<file path="src/rtl/bms_pkg.sv">
package bms_pkg;
   localparam int CMD_IO_BIT   = 0;
   localparam int CMD_MEM_BIT  = 1;
   localparam int ROM_EN_BIT   = 0;
   localparam logic [15:0] NARROW_CLASS = 16'h0101;
   localparam int NARROW_SIZE  = 4;
   localparam int NARROW_OFS   = 2;
endpackage

</file>
<file path="src/rtl/bms_scan_ctl.sv">
module bms_scan_ctl #(
   parameter int NREG = 7,
   parameter int IDXW = 3
) (
   input  logic            clk,
   input  logic            rst_n,
   input  logic            req,
   output logic            busy,
   output logic [IDXW-1:0] idx,
   output logic            step
);
   localparam logic [IDXW-1:0] LAST_IDX = IDXW'(NREG - 1);

   assign step = busy && !req;

   always_ff @(posedge clk or negedge rst_n) begin
      if (!rst_n) begin
         busy <= 1'b0;
         idx  <= '0;
      end else if (req) begin
         busy <= 1'b1;
         idx  <= '0;
      end else if (busy) begin
         if (idx == LAST_IDX) begin
            busy <= 1'b0;
            idx  <= '0;
         end else begin
            idx <= idx + 1'b1;
         end
      end
   end
endmodule

</file>
<file path="src/rtl/bms_region_eval.sv">
module bms_region_eval
   import bms_pkg::*;
#(
   parameter int          AW       = 32,
   parameter int unsigned IO_LIMIT = 32'h0001_0000
) (
   input  logic [AW-1:0] val,
   input  logic [AW-1:0] size,
   input  logic          is_io,
   input  logic          is_rom,
   input  logic          io_en,
   input  logic          mem_en,
   output logic          valid,
   output logic [AW-1:0] base
);
   logic [AW-1:0] cand;
   logic [AW-1:0] last;
   logic          enabled;
   logic          bad_common;
   logic          bad_io;
   logic          bad_mem;

   always_comb begin
      cand       = val & ~(size - 1'b1);
      last       = cand + size - 1'b1;
      enabled    = is_io ? io_en : (mem_en && (!is_rom || val[ROM_EN_BIT]));
      bad_common = (last <= cand) || (cand == '0);
      bad_io     = (last >= AW'(IO_LIMIT));
      bad_mem    = &last;
      valid      = enabled && !bad_common && !(is_io ? bad_io : bad_mem);
      base       = cand;
   end
endmodule

</file>
<file path="src/rtl/bar_map_scan.sv">
module bar_map_scan
   import bms_pkg::*;
#(
   parameter int          NUM_BARS = 6,
   parameter bit          HAS_ROM  = 1'b1,
   parameter int          AW       = 32,
   parameter int unsigned IO_LIMIT = 32'h0001_0000,
   localparam int NREG = NUM_BARS + (HAS_ROM ? 1 : 0),
   localparam int IDXW = (NREG > 1) ? $clog2(NREG) : 1
) (
   input  logic               clk,
   input  logic               rst_n,
   input  logic               remap_req,
   input  logic [15:0]        cmd_word,
   input  logic [15:0]        class_code,
   input  logic [NREG*AW-1:0] reg_vals,
   input  logic [NREG*AW-1:0] reg_sizes,
   input  logic [NUM_BARS-1:0] io_type,
   output logic [NREG*AW-1:0] map_base,
   output logic [NREG-1:0]    map_valid,
   output logic               busy,
   output logic               unmap_ev,
   output logic [IDXW-1:0]    unmap_idx,
   output logic [AW-1:0]      unmap_addr,
   output logic [AW-1:0]      unmap_len,
   output logic               map_ev,
   output logic [IDXW-1:0]    map_idx,
   output logic [AW-1:0]      map_addr,
   output logic [AW-1:0]      map_len
);
   if (NUM_BARS < 1) begin : g_bad_bars
      $error("bar_map_scan: NUM_BARS must be at least 1");
   end
   if (AW < 17) begin : g_bad_aw
      $error("bar_map_scan: AW must hold the I/O limit");
   end

   logic [AW-1:0] val_a  [NREG];
   logic [AW-1:0] size_a [NREG];
   logic          io_a   [NREG];
   logic          rom_a  [NREG];
   logic [AW-1:0] base_q [NREG];
   logic [NREG-1:0] valid_q;

   for (genvar r = 0; r < NREG; r++) begin : g_slot
      assign val_a[r]  = reg_vals [r*AW +: AW];
      assign size_a[r] = reg_sizes[r*AW +: AW];
      assign map_base[r*AW +: AW] = base_q[r];
      if (r < NUM_BARS) begin : g_bar
         assign io_a[r]  = io_type[r];
         assign rom_a[r] = 1'b0;
      end else begin : g_rom
         assign io_a[r]  = 1'b0;
         assign rom_a[r] = 1'b1;
      end
   end
   assign map_valid = valid_q;

   logic [IDXW-1:0] idx;
   logic            step;

   bms_scan_ctl #(.NREG(NREG), .IDXW(IDXW)) u_ctl (
      .clk  (clk),
      .rst_n(rst_n),
      .req  (remap_req),
      .busy (busy),
      .idx  (idx),
      .step (step)
   );

   logic [AW-1:0] cur_val, cur_size, old_base, new_base;
   logic          cur_io, cur_rom, old_valid, new_valid;
   logic          changed, narrow;

   always_comb begin
      cur_val   = val_a[idx];
      cur_size  = size_a[idx];
      cur_io    = io_a[idx];
      cur_rom   = rom_a[idx];
      old_base  = base_q[idx];
      old_valid = valid_q[idx];
   end

   bms_region_eval #(.AW(AW), .IO_LIMIT(IO_LIMIT)) u_eval (
      .val   (cur_val),
      .size  (cur_size),
      .is_io (cur_io),
      .is_rom(cur_rom),
      .io_en (cmd_word[CMD_IO_BIT]),
      .mem_en(cmd_word[CMD_MEM_BIT]),
      .valid (new_valid),
      .base  (new_base)
   );

   always_comb begin
      changed = (new_valid != old_valid) || (new_valid && (new_base != old_base));
      narrow  = cur_io && (cur_size == AW'(NARROW_SIZE)) && (class_code == NARROW_CLASS);
   end

   always_ff @(posedge clk or negedge rst_n) begin
      if (!rst_n) begin
         for (int r = 0; r < NREG; r++) base_q[r] <= '0;
         valid_q    <= '0;
         unmap_ev   <= 1'b0;
         unmap_idx  <= '0;
         unmap_addr <= '0;
         unmap_len  <= '0;
         map_ev     <= 1'b0;
         map_idx    <= '0;
         map_addr   <= '0;
         map_len    <= '0;
      end else begin
         unmap_ev <= 1'b0;
         map_ev   <= 1'b0;
         if (step && (cur_size != '0) && changed) begin
            unmap_ev   <= old_valid;
            unmap_idx  <= idx;
            unmap_addr <= narrow ? old_base + AW'(NARROW_OFS) : old_base;
            unmap_len  <= narrow ? AW'(1) : cur_size;
            map_ev     <= new_valid;
            map_idx    <= idx;
            map_addr   <= new_base;
            map_len    <= cur_size;
            base_q[idx]  <= new_valid ? new_base : '0;
            valid_q[idx] <= new_valid;
         end
      end
   end
endmodule

</file>
<file path="config.mk">
export PLATFORM = sky130hd
export DESIGN_NAME = bar_map_scan
export DESIGN_NICKNAME = d
export VERILOG_FILES = /design/src/rtl/bms_pkg.sv /design/src/rtl/bms_scan_ctl.sv /design/src/rtl/bms_region_eval.sv /design/src/rtl/bar_map_scan.sv
export SDC_FILE = /design/constraint.sdc
export NUM_CORES = 1
export LEC_CHECK = 0
export BUFFER_PORTS_ARGS = -buffer_cell sky130_fd_sc_hd__buf_2
export CORE_AREA = 2 2 336 338
export CTS_CLUSTER_DIAMETER = 150
export CTS_CLUSTER_SIZE = 24
export DETAILED_ROUTE_END_ITERATION = 7
export DIE_AREA = 0 0 338 340
export PLACE_DENSITY = 0.45
export SKIP_CTS_REPAIR_TIMING = 1
export SLEW_MARGIN = 0
export SYNTH_ARGS = -nofsm -noshare
export SYNTH_HDL_FRONTEND = slang
export SYNTH_SLANG_ARGS = --single-unit
export TNS_END_PERCENT = 5
</file>
<file path="constraint.sdc">
create_clock -name clk -period 9 [get_ports clk]
set_input_delay 0.45 -clock clk [delete_from_list [all_inputs] [get_ports clk]]
set_output_delay 0.45 -clock clk [all_outputs]
set_load 0.02 [all_outputs]
</file>
==> summary by stage, run 1 <==
Worst setup path
The cell count of the worst reg-to-reg path is 38. The cell repeated most along the worst path is buf_4. For the worst setup path, the data required time is 9.47 ns. STA classifies the critical path startpoint as a flop. The largest single stage delay on the critical path is 0.60 ns. The critical path is of the reg -> reg type. STA puts the critical path data arrival time at slightly above 9 ns. The critical-path maximum fanout is 8. The minimum setup slack among reg-to-reg paths is 0.22 ns. STA classifies the critical path endpoint as a flop. The largest individual stage delay along the critical path comes from the cell or4_4.

Place
Detailed placement finished with a half-perimeter wire length of 132600 um. The final weighted congestion in routability-driven placement is 0.9547. The number of I/O port buffers is 842.

Synth
The net count after synthesis is 3057. The mean instance size in the synthesized netlist is 10.34 um2. The share of synthesized cell area in full adder, half adder and majority cells is 4.475%. The xor and xnor area share after synthesis is roughly 2.5%.

The area of the mapped netlist is between 0.02 and 0.03 mm2. The most used flip-flop cell after synthesis is dfrtp_1. The synthesis warning total is 0.

After synthesis, the largest family of logic cells by area is multiplexers. The share of the synthesized area in compound gates (AO/OA/AOI/OAI) is between 10% and 20%. Of the total synthesized cell area, the portion taken by AND, OR, NAND and NOR gates is a little under an eighth. In this run, synthesis inferred 0 flip-flops with an integrated enable.

The share of cell area taken by muxes after synthesis is between 20% and 30%. The synthesized design contains 368 register bits. In the synthesized netlist the async set-or-reset flop fraction comes to 100.0%. Synthesis produced 2477 cells. Of the synthesized area, sequential elements account for 35.95%. Counting distinct cell types in the post-synthesis netlist gives 96.

Die
In this run the count of I/O pins placed on the die edge is 857. In this run the standard cell core region covers 0.1116 mm2. In this run the vertical extent of the chip is 340 um.

The die outline area is 0.1149 mm2. The floorplan row count is 123. The floorplan step set the die width to around 340 um. For this configuration, the core starts out at a cell density of 22.96%.

Global routing
Across every metal layer, demand over resource in global routing totals 26.70%. The global-route congestion overflow total is 0. The first global-routing pass estimated between 200000 and 250000 um of wire. The initial antenna violation count is 64.

The via count of the first global-routing pass is 25.89k. The largest net degree at the start of global routing is approximately 140.

Routing
The number of DRC markers after the initial detailed-route iteration is 1983. After detailed routing, the number of remaining DRC violations is 0. The average routed wire per standard cell is slightly above 30 um. The total via count in the routed design is 26.53k.

The routed design has 159200 um of wire. The count of antenna-violating nets left after detailed routing is 0. The detailed-router iteration count before antenna repair is 6. Using the TritonRoute via totals, the vias-per-cell ratio works out to 5.045.

Timing
The maximum frequency from static timing analysis is 113.9 MHz. The number of hold violations in the final report is 0. The worst hold slack after final layout is 0.1305 ns. The relative max-transition margin is between 7 and 8%. Setup violations remaining at the end of the flow were counted as 0. The number of slew-limit violations in the final report is 0.

For the pin with the worst max-slew slack, the measured transition is between 1 and 1.5 ns. The final critical path takes up between 90 and 100% of the cycle. The final critical path time including I/O delays and setup is a little under 9 ns. Clock skew on the completed layout was measured at ~0.027 ns.

CTS
CTS placed an instance of clkbuf_16 at the clock tree root. Clock tree synthesis found a total of 368 sinks. The CTS tree is done. The number of clock buffers inserted by TritonCTS is 19.

Clock-pin slew was measured on the worst setup and hold paths at 0.11 ns. CTS built an H-tree with a depth of 1. The insertion delay of the later-clocked pin in the worst-skew pair is 0.60 ns. The largest buffer count on any clock path is 3.

Power and ir drop
The internal power of the cells totals 4.933 mW. In this run the power density over the cells is 256.3 mW/mm2. IR analysis of the VDD net gives a maximum drop of 0.1248 mV. Of the total power, the clock network draws a little over a tenth. The share of total power consumed by net switching is between 40% and 50%. In this run, the combinational gates consume 64.2% of the power. The switching power total is 4.332 mW.

For this design the static power due to leakage is 18.16 nW. Registers are responsible for approximately a quarter of the overall power.

Cells and area
Relative to the synthesized area, the layout overhead comes to 41.15%. In the layout the commonest cells are buf_2 (843), buf_4 (520), dfrtp_1 (365), mux2_2 (264), nor2_1 (155). The most common cell after layout, fill and taps aside is buf_2. The share of final-layout standard cells stronger than drive strength 1 is about half. Measured on the finished design, the core utilization comes to 32.40%. The count of nets after finishing is 4308.

Run status
The run finished with clean final reports.

Worst hold path
The worst hold path cell count is 2. The path class of the tightest hold or removal check is in -> reg.

Job
The max capacitance violation total is 0.
-- power by group through the flow --
stage / clock [mW] / sequential, mW / combinational, mW
2_1_floorplan: 0 / 2.80 / 2.43
3_3_place_gp: 0 / 2.32 / 5.81
3_5_place_dp: 0 / 2.34 / 5.82
4_1_cts: 1.04 / 2.31 / 5.84
5_1_grt: 1.09 / 2.35 / 6.35
6_report: 1.01 / 2.30 / 5.95
-- layout make-up --
type | instances | area (um2)
antenna | 28 | 70.07
multi-input combinational | 1802 | 15230
timing repair buffer | 1395 | 8701
sequential | 368 | 9220
clock buffer | 21 | 493.0
fill | 11887 | 75420
clock inverter | 3 | 30.03
inverter | 142 | 536.8
tap | 1500 | 1877
-- cell usage after synthesis (35+ instances only) --
| cell type | number | area, um2 |
|---|---|---|
| dfrtp_1 | 368 | 9209 |
| mux2_2 | 264 | 2973 |
| nor2_1 | 158 | 593.1 |
| mux2i_1 | 155 | 1551 |
| inv_1 | 140 | 525.5 |
| a21oi_1 | 134 | 670.6 |
| nand2_1 | 101 | 379.1 |
| mux2_1 | 98 | 1104 |
| ha_1 | 90 | 1126 |
| o21ai_0 | 70 | 350.3 |
| clkbuf_1 | 52 | 195.2 |
| xnor2_1 | 46 | 402.9 |
| buf_4 | 45 | 337.8 |
| nand3_1 | 39 | 195.2 |
| nand4_1 | 36 | 225.2 |
| a221o_1 | 35 | 350.3 |
| a22oi_1 | 35 | 262.8 |
-- stage by stage --
| step | setup TNS (ns) | total power [mW] | area, um2 | setup slack [ns] | std cells |
|---|---|---|---|---|---|
| 3_5_place_dp | -144.77 | 8.157 | 35050 | -0.5026 | 5185 |
| 5_1_grt | -0.3065 | 9.799 | 36090 | -0.04058 | 5235 |
| 2_1_floorplan | 0 | 5.228 | 25610 | 0.5390 | 2477 |
| 3_3_place_gp | -122.46 | 8.136 | 35050 | -0.4317 | 5185 |
| 6_report | 0 | 9.265 | 36150 | 0.2214 | 5259 |
| 4_1_cts | -163.77 | 9.189 | 35580 | -0.5643 | 5209 |
-- per-layer routing --
metal | vias up | GRT usage, % | wire length [um]
met4 | 24 | 6.102 | 4249
met5 | - | 0 | 154
li1 | 11756 | - | -
met2 | 1089 | 42.34 | 71750
met3 | 195 | 5.874 | 11650
met1 | 13470 | 36.87 | 71390
-- flip-flops by register name (all words and copies together), names as in the netlist --
signal	flops
map_addr	32
map_base	224
map_ev	1
map_idx	3
map_len	32
map_valid	7
u_ctl.busy	1
u_ctl.idx	3
unmap_addr	32
unmap_ev	1
unmap_len	32
-- worst paths after layout --
| path | from | end |
|---|---|---|
| setup reg to reg | u_ctl.idx[1]$_DFFE_PN0P_ | map_base[113]$_DFFE_PN0P_ |
| max in group asynchronous | rst_n | map_base[177]$_DFFE_PN0P_ |
| min in group asynchronous | rst_n | map_addr[20]$_DFFE_PN0P_ |
| setup / recovery | u_ctl.idx[1]$_DFFE_PN0P_ | map_base[113]$_DFFE_PN0P_ |
| hold / removal | remap_req | u_ctl.idx[2]$_DFFE_PN0P_ |
| hold reg to reg | unmap_addr[10]$_DFFE_PN0P_ | unmap_addr[10]$_DFFE_PN0P_ |
-- worst max-delay path: cells and delay by family (launching register included) --
family                     cells  cell delay [ns]
and+or+nand+nor               13             2.85
DFF                            1             0.51
adders and majority gates      4             1.16
muxes                          1             0.31
AOI/OAI and AO/OA             10             2.11
buffers and inverters         10             1.67
-- cell families after synthesis --
group / after synthesis
and+or+nand+nor: 544
muxes: 551
xor gates and xnor gates: 72
DFF: 368
adders and majority gates: 91
AOI/OAI and AO/OA: 544
buffers and inverters: 307
Note: power is estimated with default switching activity, not from simulation.
==> inputs of run 2 (changes only) <==
CORE_AREA = 2 2 333 335   (was 2 2 336 338)
CTS_BUF_LIST = sky130_fd_sc_hd__clkbuf_4 sky130_fd_sc_hd__clkbuf_8   (was default)
DIE_AREA = 0 0 335 337   (was 0 0 338 340)
PLACE_DENSITY = 0.46   (was 0.45)
==> run 2 against run 1 <==
Utilization up 0.083 points. Fmax up 0.27%. Setup slack better by 0.023 ns. Combinational power about the same. Cell count down 3.1%. Total power down 2.0%. Clock power down 17%. Clock skew up 0.057 ns. Critical endpoint is now map_len[19]$_DFFE_PN0P_. Highest routed layer unchanged.
==> summary by stage, run 2 (synthesis gave the netlist of run 1 again) <==
Routing
The per-cell via count in the routed design is 5.127 (was 5.045). The number of remaining DRC errors is 0 (unchanged). The sum of routed wire length over all layers was 158000 um (was 159200 um). The count of antenna-violating nets left after detailed routing came to 0 (unchanged). The average routed wire per standard cell is 30.99 um (was 30.27 um).

The number of DRC markers after the initial detailed-route iteration is 1958 (was 1983). The total via count in the routed design was 26.14k (was 26.53k). The detailed-router iteration count before antenna repair was 5 (was 6).

Cells and area
Most used cells in the layout excluding fill and tap cells: buf_2 (841), buf_4 (421), dfrtp_1 (365), mux2_2 (264), mux2i_1 (154) (was buf_2 (843), buf_4 (520), dfrtp_1 (365), mux2_2 (264), nor2_1 (155)). The utilization after layout was 32.49% (was 32.40%). The most common cell after layout, fill and taps aside is buf_2 (unchanged). The total area of multi-input combinational cells is 0.01544 mm2 (was 0.01523 mm2). The count of nets after finishing is 4223 (was 4308). The total of fill cells in the finished design came to 11.77k (was 11.89k). The finished layout cell area is 0.03560 mm2 (was 0.03615 mm2). The area occupied by registers is 0.009220 mm2 (unchanged). The share of final-layout standard cells stronger than drive strength 1 is 48.15% (was 48.51%). The flip-flop count of the largest register, all copies and words added is 224 (unchanged).

The synthesis-to-layout area growth is 39.01% (was 41.15%). The final standard cell count with taps included and fillers excluded is 5098 (was 5259).

Run status
Result of the run: finished, final reports clean (unchanged).

Worst setup path
The data required time of the critical path was 9.61 ns (was 9.47 ns). The critical path launch point type is a flop (unchanged). The critical path capture point type is a flop (unchanged). The cell count of the worst reg-to-reg path is 43 (was 38). The startpoint of the worst-slack reg-to-reg timing path is u_ctl.idx[1]$_DFFE_PN0P_ (unchanged). The worst endpoint data arrival time was 9.36 ns (was 9.25 ns). The critical-path maximum fanout was 11 (was 8).

The largest stage delay on the critical path is 0.56 ns (was 0.60 ns). The standard cell with the maximum stage delay on the critical path is or4_4 (unchanged). The worst path buffer plus inverter count is 13 (was 10). The critical setup path kind is reg -> reg (unchanged).

The category of cells accounting for the largest share of critical-path delay was compound AO/OA/AOI/OAI gates (was simple AND/OR/NAND/NOR gates). The critical path launch point was u_ctl.idx[1]$_DFFE_PN0P_ (unchanged). The cell repeated most along the worst path is buf_4 (unchanged). The logic depth of the worst setup path including buffers came to 43 (was 38).

Die
The die width is 335 um (was 338 um). The floorplan row count is 122 (was 123). The vertical die dimension is 337 um (was 340 um). The number of primary I/O pins is 857 (unchanged). The core footprint is 0.1096 mm2 (was 0.1116 mm2). The die outline area is 0.1129 mm2 (was 0.1149 mm2). The initial cell density of the core was 23.37% (was 22.96%).

Power and ir drop
The peak supply drop is 0.09806 mV (was 0.1248 mV). The power per cell area was 254.9 mW/mm2 (was 256.3 mW/mm2). The total chip power is 9.076 mW (was 9.265 mW). The static leakage power is 17.73 nW (was 18.16 nW).

Place
The pre-CTS worst setup slack is -0.3068 ns (was -0.5026 ns). The cell area after placement came to 0.03413 mm2 (was 0.03505 mm2). The instance count after placement with tap cells included is 5001 (was 5185). The final weighted congestion in routability-driven placement is 0.9494 (was 0.9547). The sum of net half-perimeters after detailed placement was 129100 um (was 132600 um). The number of I/O port buffers is 842 (unchanged).

Timing
The clock tree skew after final layout was 0.08400 ns (was 0.02691 ns). The number of slew-limit violations in the final report is 0 (unchanged). The final setup TNS was 0 ns (unchanged). The final worst slack was 0.2448 ns (was 0.2214 ns). The maximum frequency from static timing analysis was 114.2 MHz (was 113.9 MHz). The actual transition at the worst max-transition pin is 1.212 ns (was 1.385 ns).

The post-route fraction of the period consumed by the critical path came to 97.28% (was 97.54%). The final number of setup-violating endpoints is 0 (unchanged). The final critical path time including I/O delays and setup is 8.755 ns (was 8.779 ns).

The relative max-transition margin came to 19.20% (was 7.635%). The worst hold slack after final layout is 0.1686 ns (was 0.1305 ns). The number of hold violations in the final report is 0 (unchanged).

Global routing
The initial antenna violation count is 48 (was 64). The largest net degree at the start of global routing is 135 (was 136). The global-route congestion overflow total was 0 (unchanged). The aggregate global-route resource usage is 26.70% (about the same). The global-route wire length before repair is 210900 um (was 213100 um). The via count of the first global-routing pass came to 25.78k (was 25.89k).

Job
The max capacitance violation total was 0 (unchanged).

Worst hold path
The kind of path behind the tightest hold check is in -> reg (unchanged). The hold path startpoint is reg_sizes[131] (was remap_req). The worst hold path cell count was 3 (was 2).

CTS
The number of clock buffers inserted by TritonCTS is 20 (was 19). The H-tree depth is 1 (unchanged). The clock transition at the registers of the reported paths is 0.18 ns (was 0.11 ns). The buffer type at the clock tree root is clkbuf_8 (was clkbuf_16).

The number of sinks driven by the clock tree came to 368 (unchanged). The insertion delay of the later-clocked pin in the worst-skew pair is 0.72 ns (was 0.60 ns). The largest buffer count on any clock path was 3 (unchanged). The CTS tree is done (unchanged).
## run 2: changes by cell type in the layout (fill, tap and decap cells not counted), sizes merged
cell,delta
clkbuf,+5
inv,+2
clkinv,-1
diode,-3
dlygate4sd3,+1
buf,-91
## run 2: per-layer routing
layer	up-vias	track usage, %	part of all wire, %
met5	-	0	0.12
met3	178	5.355	7.7
met4	28	5.925	2.4
met2	1009	43.13	46
met1	13347	36.68	44
li1	11575	-	-
## run 2: final cells by class
cell class                      instances  share of cell area (%)
Multi-Input combinational cell       1802                   43.35
Sequential cell                       368                   25.90
Timing Repair Buffer                 1309                   23.09
Tap cell                             1426                   5.011
Inverter                              142                   1.508
Clock buffer                           22                  0.8329
Antenna cell                           25                  0.1757
Clock inverter                          4                  0.1300
## run 2: where the power goes
group	internal, mW	switching [mW]
combinational	2.45	3.47
clock	0.229	0.614
sequential	2.05	0.257
## run 2: path summary, 6_finish.rpt
kind | end | slack [ns]
max | map_len[19]$_DFFE_PN0P_ | 0.24
min | unmap_len[3]$_DFFE_PN0P_ | 0.17
max reg2reg | map_len[19]$_DFFE_PN0P_ | 0.24
min reg2reg | unmap_addr[28]$_DFFE_PN0P_ | 0.50
max in group asynchronous | u_ctl.idx[1]$_DFFE_PN0P_ | 6.95
min in group asynchronous | unmap_len[10]$_DFFE_PN0P_ | 0.38
## run 2: worst register-to-register path, delay by kind of cell, from the launching register on
kind,cells,cell delay [ns]
AND/OR/NAND/NOR,11,2.30
multiplexers,2,0.52
buffers and inverters,13,1.94
adder cells (fa/ha/maj),4,0.95
AO/OA/AOI/OAI,13,2.40
flip-flops,1,0.55
